<file path="src/rtl/ep_stat_pkg.sv">
package ep_stat_pkg;
    localparam int REG_W = 8;
    localparam int EP_W  = 4;
    localparam int NFLAG = 2;

    typedef enum logic {
        DIR_OUT = 1'b0,
        DIR_IN  = 1'b1
    } dir_e;

    // Per-flag layout: register bit, endpoint number, and the accepted
    // {direction, ack_by_function} combinations as a 4-bit mask.
    localparam int         FLAG_POS    [NFLAG] = '{4, 3};
    localparam int         FLAG_EP     [NFLAG] = '{3, 2};
    localparam logic [3:0] FLAG_ACCEPT [NFLAG] = '{4'b0100, 4'b1010};

    typedef struct packed {
        logic flag;
        logic armed;
    } cell_t;
endpackage

</file>
<file path="src/rtl/ep_hs_match.sv">
module ep_hs_match #(
    parameter int         EP_W     = 4,
    parameter int         MATCH_EP = 0,
    parameter logic [3:0] ACCEPT   = 4'b0000
) (
    input  logic            valid,
    input  logic [EP_W-1:0] ep,
    input  logic            dir,
    input  logic            by_func,
    output logic            hit
);
    localparam logic [EP_W-1:0] EP_CODE = EP_W'(MATCH_EP);

    logic [1:0] combo_idx;

    always_comb begin
        combo_idx = {dir, by_func};
        hit       = valid && (ep == EP_CODE) && ACCEPT[combo_idx];
    end
endmodule

</file>
<file path="src/rtl/ep_flag_cell.sv">
module ep_flag_cell
    import ep_stat_pkg::*;
(
    input  logic clk,
    input  logic rst_n,
    input  logic set_evt,
    input  logic rd_stb,
    input  logic wr_stb,
    input  logic wr_bit,
    output logic flag
);
    cell_t cell_d, cell_q;
    logic  clr_ok;

    always_comb begin
        cell_d = cell_q;
        clr_ok = wr_stb && !wr_bit && cell_q.armed;
        if (rd_stb && cell_q.flag) begin
            cell_d.armed = 1'b1;
        end
        if (clr_ok) begin
            cell_d.flag  = 1'b0;
            cell_d.armed = 1'b0;
        end
        if (set_evt) begin
            cell_d.flag = 1'b1;
        end
    end

    always_ff @(posedge clk or negedge rst_n) begin
        if (!rst_n) begin
            cell_q <= '0;
        end else begin
            cell_q <= cell_d;
        end
    end

    assign flag = cell_q.flag;

    p_set_wins_r10: assert property (@(posedge clk) disable iff (!rst_n)
        set_evt |=> cell_q.flag);

    p_conflict_disarm_r10: assert property (@(posedge clk) disable iff (!rst_n)
        (set_evt && clr_ok) |=> (cell_q.flag && !cell_q.armed));

    p_clear_lands_r6: assert property (@(posedge clk) disable iff (!rst_n)
        (clr_ok && !set_evt) |=> (!cell_q.flag && !cell_q.armed));

    p_unarmed_hold_r7: assert property (@(posedge clk) disable iff (!rst_n)
        (cell_q.flag && !cell_q.armed) |=> cell_q.flag);

    p_write_one_keeps_r8: assert property (@(posedge clk) disable iff (!rst_n)
        (wr_stb && wr_bit && cell_q.flag) |=> cell_q.flag);

    p_arm_needs_flag_r9: assert property (@(posedge clk) disable iff (!rst_n)
        cell_q.armed |-> cell_q.flag);
endmodule

</file>
<file path="src/rtl/ep_irq_merge.sv">
module ep_irq_merge #(
    parameter int W = 2
) (
    input  logic [W-1:0] flags,
    input  logic [W-1:0] en,
    output logic         irq
);
    always_comb begin
        irq = |(flags & en);
    end
endmodule

</file>
<file path="src/rtl/ep_xfer_status.sv">
module ep_xfer_status
    import ep_stat_pkg::*;
(
    input  logic             clk,
    input  logic             rst_n,
    input  logic             hs_valid,
    input  logic [EP_W-1:0]  hs_ep,
    input  logic             hs_dir,
    input  logic             hs_ack_by_func,
    input  logic             reg_rd,
    input  logic             reg_wr,
    input  logic [REG_W-1:0] reg_wdata,
    output logic [REG_W-1:0] reg_rdata,
    input  logic [REG_W-1:0] irq_en,
    output logic             irq
);
    logic [NFLAG-1:0] set_vec;
    logic [NFLAG-1:0] flag_vec;
    logic [NFLAG-1:0] en_vec;

    for (genvar g = 0; g < NFLAG; g++) begin : g_flag
        ep_hs_match #(
            .EP_W     (EP_W),
            .MATCH_EP (FLAG_EP[g]),
            .ACCEPT   (FLAG_ACCEPT[g])
        ) u_match (
            .valid   (hs_valid),
            .ep      (hs_ep),
            .dir     (hs_dir),
            .by_func (hs_ack_by_func),
            .hit     (set_vec[g])
        );

        ep_flag_cell u_cell (
            .clk     (clk),
            .rst_n   (rst_n),
            .set_evt (set_vec[g]),
            .rd_stb  (reg_rd),
            .wr_stb  (reg_wr),
            .wr_bit  (reg_wdata[FLAG_POS[g]]),
            .flag    (flag_vec[g])
        );

        assign en_vec[g] = irq_en[FLAG_POS[g]];
    end

    always_comb begin
        reg_rdata = '0;
        for (int i = 0; i < NFLAG; i++) begin
            reg_rdata[FLAG_POS[i]] = flag_vec[i];
        end
    end

    ep_irq_merge #(.W(NFLAG)) u_irq (
        .flags (flag_vec),
        .en    (en_vec),
        .irq   (irq)
    );

    p_hit_needs_valid_r5: assert property (@(posedge clk) disable iff (!rst_n)
        (|set_vec) |-> hs_valid);

    p_single_hit_r5: assert property (@(posedge clk) disable iff (!rst_n)
        $onehot0(set_vec));

    p_irq_needs_flag_r11: assert property (@(posedge clk) disable iff (!rst_n)
        irq |-> (|reg_rdata));
endmodule

</file>
<file path="config.mk">
export PLATFORM = sky130hd
export DESIGN_NAME = ep_xfer_status
export DESIGN_NICKNAME = d
export VERILOG_FILES = /design/src/rtl/ep_stat_pkg.sv /design/src/rtl/ep_hs_match.sv /design/src/rtl/ep_flag_cell.sv /design/src/rtl/ep_irq_merge.sv /design/src/rtl/ep_xfer_status.sv
export SDC_FILE = /design/constraint.sdc
export NUM_CORES = 1
export LEC_CHECK = 0
export BUFFER_PORTS_ARGS = -buffer_cell sky130_fd_sc_hd__buf_2
export CAP_MARGIN = 20
export CORE_AREA = 2 2 39 41
export CTS_BUF_LIST = sky130_fd_sc_hd__clkbuf_4 sky130_fd_sc_hd__clkbuf_8 sky130_fd_sc_hd__clkbuf_16
export CTS_CLUSTER_DIAMETER = 40
export CTS_CLUSTER_SIZE = 10
export DETAILED_ROUTE_END_ITERATION = 8
export DIE_AREA = 0 0 41 43
export HOLD_SLACK_MARGIN = 0.03
export PLACE_DENSITY = 0.57
export SYNTH_ARGS = -nofsm -noshare
export SYNTH_HDL_FRONTEND = slang
export SYNTH_SLANG_ARGS = --single-unit
</file>
<file path="constraint.sdc">
create_clock -name clk -period 1.9 [get_ports clk]
set_input_delay 0.095 -clock clk [delete_from_list [all_inputs] [get_ports clk]]
set_output_delay 0.095 -clock clk [all_outputs]
set_load 0.005 [all_outputs]
</file>
==> flow_summary.yaml <==
placement:
  post-dp-hpwl_um: 460.1
  port_buffers: 17
  dp_slack_ns: 1.066
  gp_routability_congestion: 0.6337
logic_synthesis:
  yosys.area_share.simple_pct: 18.96
  netlist_top_cells_area: "sky130_fd_sc_hd__dfrtp_1 (38%), sky130_fd_sc_hd__buf_4 (23%), sky130_fd_sc_hd__a32o_1 (7.6%)"
  yosys.cell_types.count: 13
  synthArstFlopShare_pct: 100.0
  netlist_area_um2: 264.0
  synthAdderAreaFrac_pct: 0
  dominantRegCellSynth: "sky130_fd_sc_hd__dfrtp_1"
  post_synth_most_frequent_cells: "sky130_fd_sc_hd__buf_4 (8), sky130_fd_sc_hd__dfrtp_1 (4), sky130_fd_sc_hd__a32o_1 (2), sky130_fd_sc_hd__nand3b_1 (2), sky130_fd_sc_hd__nor2b_1 (2)"
  synth-xor-area-share_pct: 0
  postSynthAreaPerCell_um2: 10.15
  largest_family_of_logic_cells_by_synthesized_area: "buffers and inverters"
  post_synthesis_compound_gate_area_fraction_pct: 13.74
  fraction_of_synthesized_cell_area_taken_by_the_top_area_cell_type_pct: 37.91
  synth-edff-count: 0
  ys_seq_elements: 4
  synth.mux.area_fraction_pct: 3.791
  synthDominantAreaCellType: "sky130_fd_sc_hd__dfrtp_1"
  postSynthCellCount: 26
  synth_seq_area_share_pct: 37.91
  synthMostInstantiatedCell: "sky130_fd_sc_hd__buf_4"
  synthesis.yosys.warnings: 0
setup_path:
  worstPathRequired_ns: 1.80
  timing.rr.start: "g_flag[0].u_cell.flag"
  max_stage_delay_ns: 0.40
  cp_max_fo: 4
  worst_r2r_endpoint: "g_flag[0].u_cell.cell_q[0]"
  cp-startpoint: "g_flag[0].u_cell.flag"
  critPathCapture: "irq"
  endpoint_kind: "primary output"
  setup.worst_path.start_class: "flip-flop"
  crit_arrival_ns: 0.98
  setup.reg_to_reg.worst_slack_ns: 1.06
  worst_path_max_delay_cell: "sky130_fd_sc_hd__dfrtp_1"
  worst-setup-path-type: "reg2out"
  crit_chain: "a22o_1 -> buf_2"
  r2r.worst_path.cells: 2
timing:
  final.setup.tns_ns: 0
  final_critical_path_setup_slack_ns: 0.8228
  setup_violations: 0
  period_share_pct: 56.70
  holdWs_ns: 0.1275
  slew_violations: 0
  final_period_minus_worst_setup_slack_ns: 1.077
  maximum_frequency_from_static_timing_analysis_ghz: 0.9283
  finalClockSkew_ns: 0.001259
  timing.final.hold_violations: 0
  rsz0062_at_grt: "no"
floorplanning:
  die_area_um2: 1763
  core_area_um2: 1384
  ioPinCount: 36
  floorplan.initialDensity_pct: 19.08
  number_of_cell_rows: 14
  die_h_um: 43
  floorplan.die.width_um: 41
global_route:
  grt_max_degree: 5
  global_route.usage.total_pct: 7.445
  first_global_vias: 219
  antenna_found_initial: 0
  wire_length_of_the_first_global_routing_pass_um: 807
  remaining_global_route_overflow: 0
run:
  cap_viol_max_count: 0
clocking:
  tritoncts: "done"
  cts_repair_resize_count: 0
  cts.reportedPaths.clkPinSlew_ns: 0.04
  ctsHoldBuffers: 1
  cts_setup_buffers: 0
  cts_num_sinks: 4
  worst_skew_late_latency_ns: 0.23
  numCtsBuffers: 3
  h_tree_levels: 1
  cts-root-to-sink-buffers: 2
  cts_root_buf: "sky130_fd_sc_hd__clkbuf_4"
cells_and_area:
  area_delta_synth_final_pct: 36.49
  fillerInstances: 157
  final_net_count: 73
  antennaDiodeCount: 0
  drive_above_1_share_pct: 45.45
outcome:
  outcome: "completed"
drt:
  routed-via-count: 232
  postRouteWirelength_um: 534
  detailedRoute.firstIterationViolations: 3
  first_drt_pass_iteration_count: 2
  drt-wirelength-per-cell_um: 8.900
  detail_route.drc_violations: 0
  postRouteAntennaNets: 0
  vias_per_cell: 3.867
power:
  totalPowerFinal_mw: 0.3319
  p_per_area_nw_per_um2: 920.9
  vdd.ir_drop.worst_uv: 198.4
  leakage_nw: 0.2029
hold_path:
  hold_path.class: "in2reg"
[worst min path at each step]
| stage | from | slack (ns) | cells past startpoint | endpoint |
|---|---|---|---|---|
| floorplan | rst_n | -0.20 | 0 | g_flag[0].u_cell.cell_q[0] |
| global placement | rst_n | -0.1 | 1 | g_flag[1].u_cell.cell_q[0] |
| global route | hs_ep[0] | 0.13 | 2 | g_flag[0].u_cell.flag |
| finish | hs_ep[0] | 0.13 | 2 | g_flag[0].u_cell.flag |
| CTS | hs_ep[0] | 0.12 | 2 | g_flag[0].u_cell.flag |
| detailed placement | rst_n | -0.09 | 1 | g_flag[1].u_cell.cell_q[0] |
[cell families after synthesis]
logic type	count (synthesis)
buffers and inverters	9
AND/OR/NAND/NOR	7
AO/OA/AOI/OAI	4
flip-flops	4
multiplexers	1
other	1
[power breakdown]
part | switching, mW | total (mW) | leakage (nW) | internal, mW
sequential | 0.0234 | 0.140 | 0.0521 | 0.117
combinational | 0.0305 | 0.0866 | 0.137 | 0.0561
clock | 0.0345 | 0.105 | 0.0138 | 0.0707
total | 0.0885 | 0.332 | 0.203 | 0.243
[per-layer routing]
metal | track usage [%] | up-vias | wire, µm
li1 | - | 113 | -
met1 | 6.149 | 106 | 183
met2 | 11.56 | 13 | 285
met3 | 3.141 | 0 | 65
met4 | 8.000 | 0 | 0
met5 | 0 | - | 0
[metrics by stage]
step           utilization, %  std cells  area, µm²
4_1_cts                 26.04         60      360.3
3_5_place_dp            23.69         56      327.8
3_3_place_gp            23.69         56      327.8
6_report                26.04         60      360.3
5_1_grt                 26.04         60      360.3
2_1_floorplan               -         31      282.8
[registers in the layout, summed over array words and instances, names as in the netlist]
signal	cells
g_flag.u_cell.flag	2
g_flag.u_cell.cell_q	2
[final cells by class]
cell class	instances	area (µm²)	area share (%)
multi-input cells	18	118.9	32.99
clock buffers	3	22.52	6.250
well taps	16	20.02	5.556
repair buffers	18	95.09	26.39
inverters	1	3.754	1.042
flip-flops and latches	4	100.1	27.78
[layout by cell type, fill, tap and decap left out, drive strengths merged]
cell / synthesis / routed
nand3b: 2 / 2
and2: 1 / 1
inv: 1 / 1
clkbuf: 0 / 3
and4bb: 1 / 1
buf: 8 / 17
dlygate4sd3: 0 / 1
conb: 1 / 6
a32o: 2 / 2
nand2: 1 / 1
mux2i: 1 / 1
dfrtp: 4 / 4
nor2b: 2 / 2
a21o: 1 / 1
a22o: 1 / 1
[critical path, delay by kind of cell, from the launching register on]
family,cells,cell delay [ns]
DFF,1,0.40
buffers and inverters,1,0.12
AOI/OAI and AO/OA,1,0.23
No activity file was read; power rests on OpenSTA's default activity.
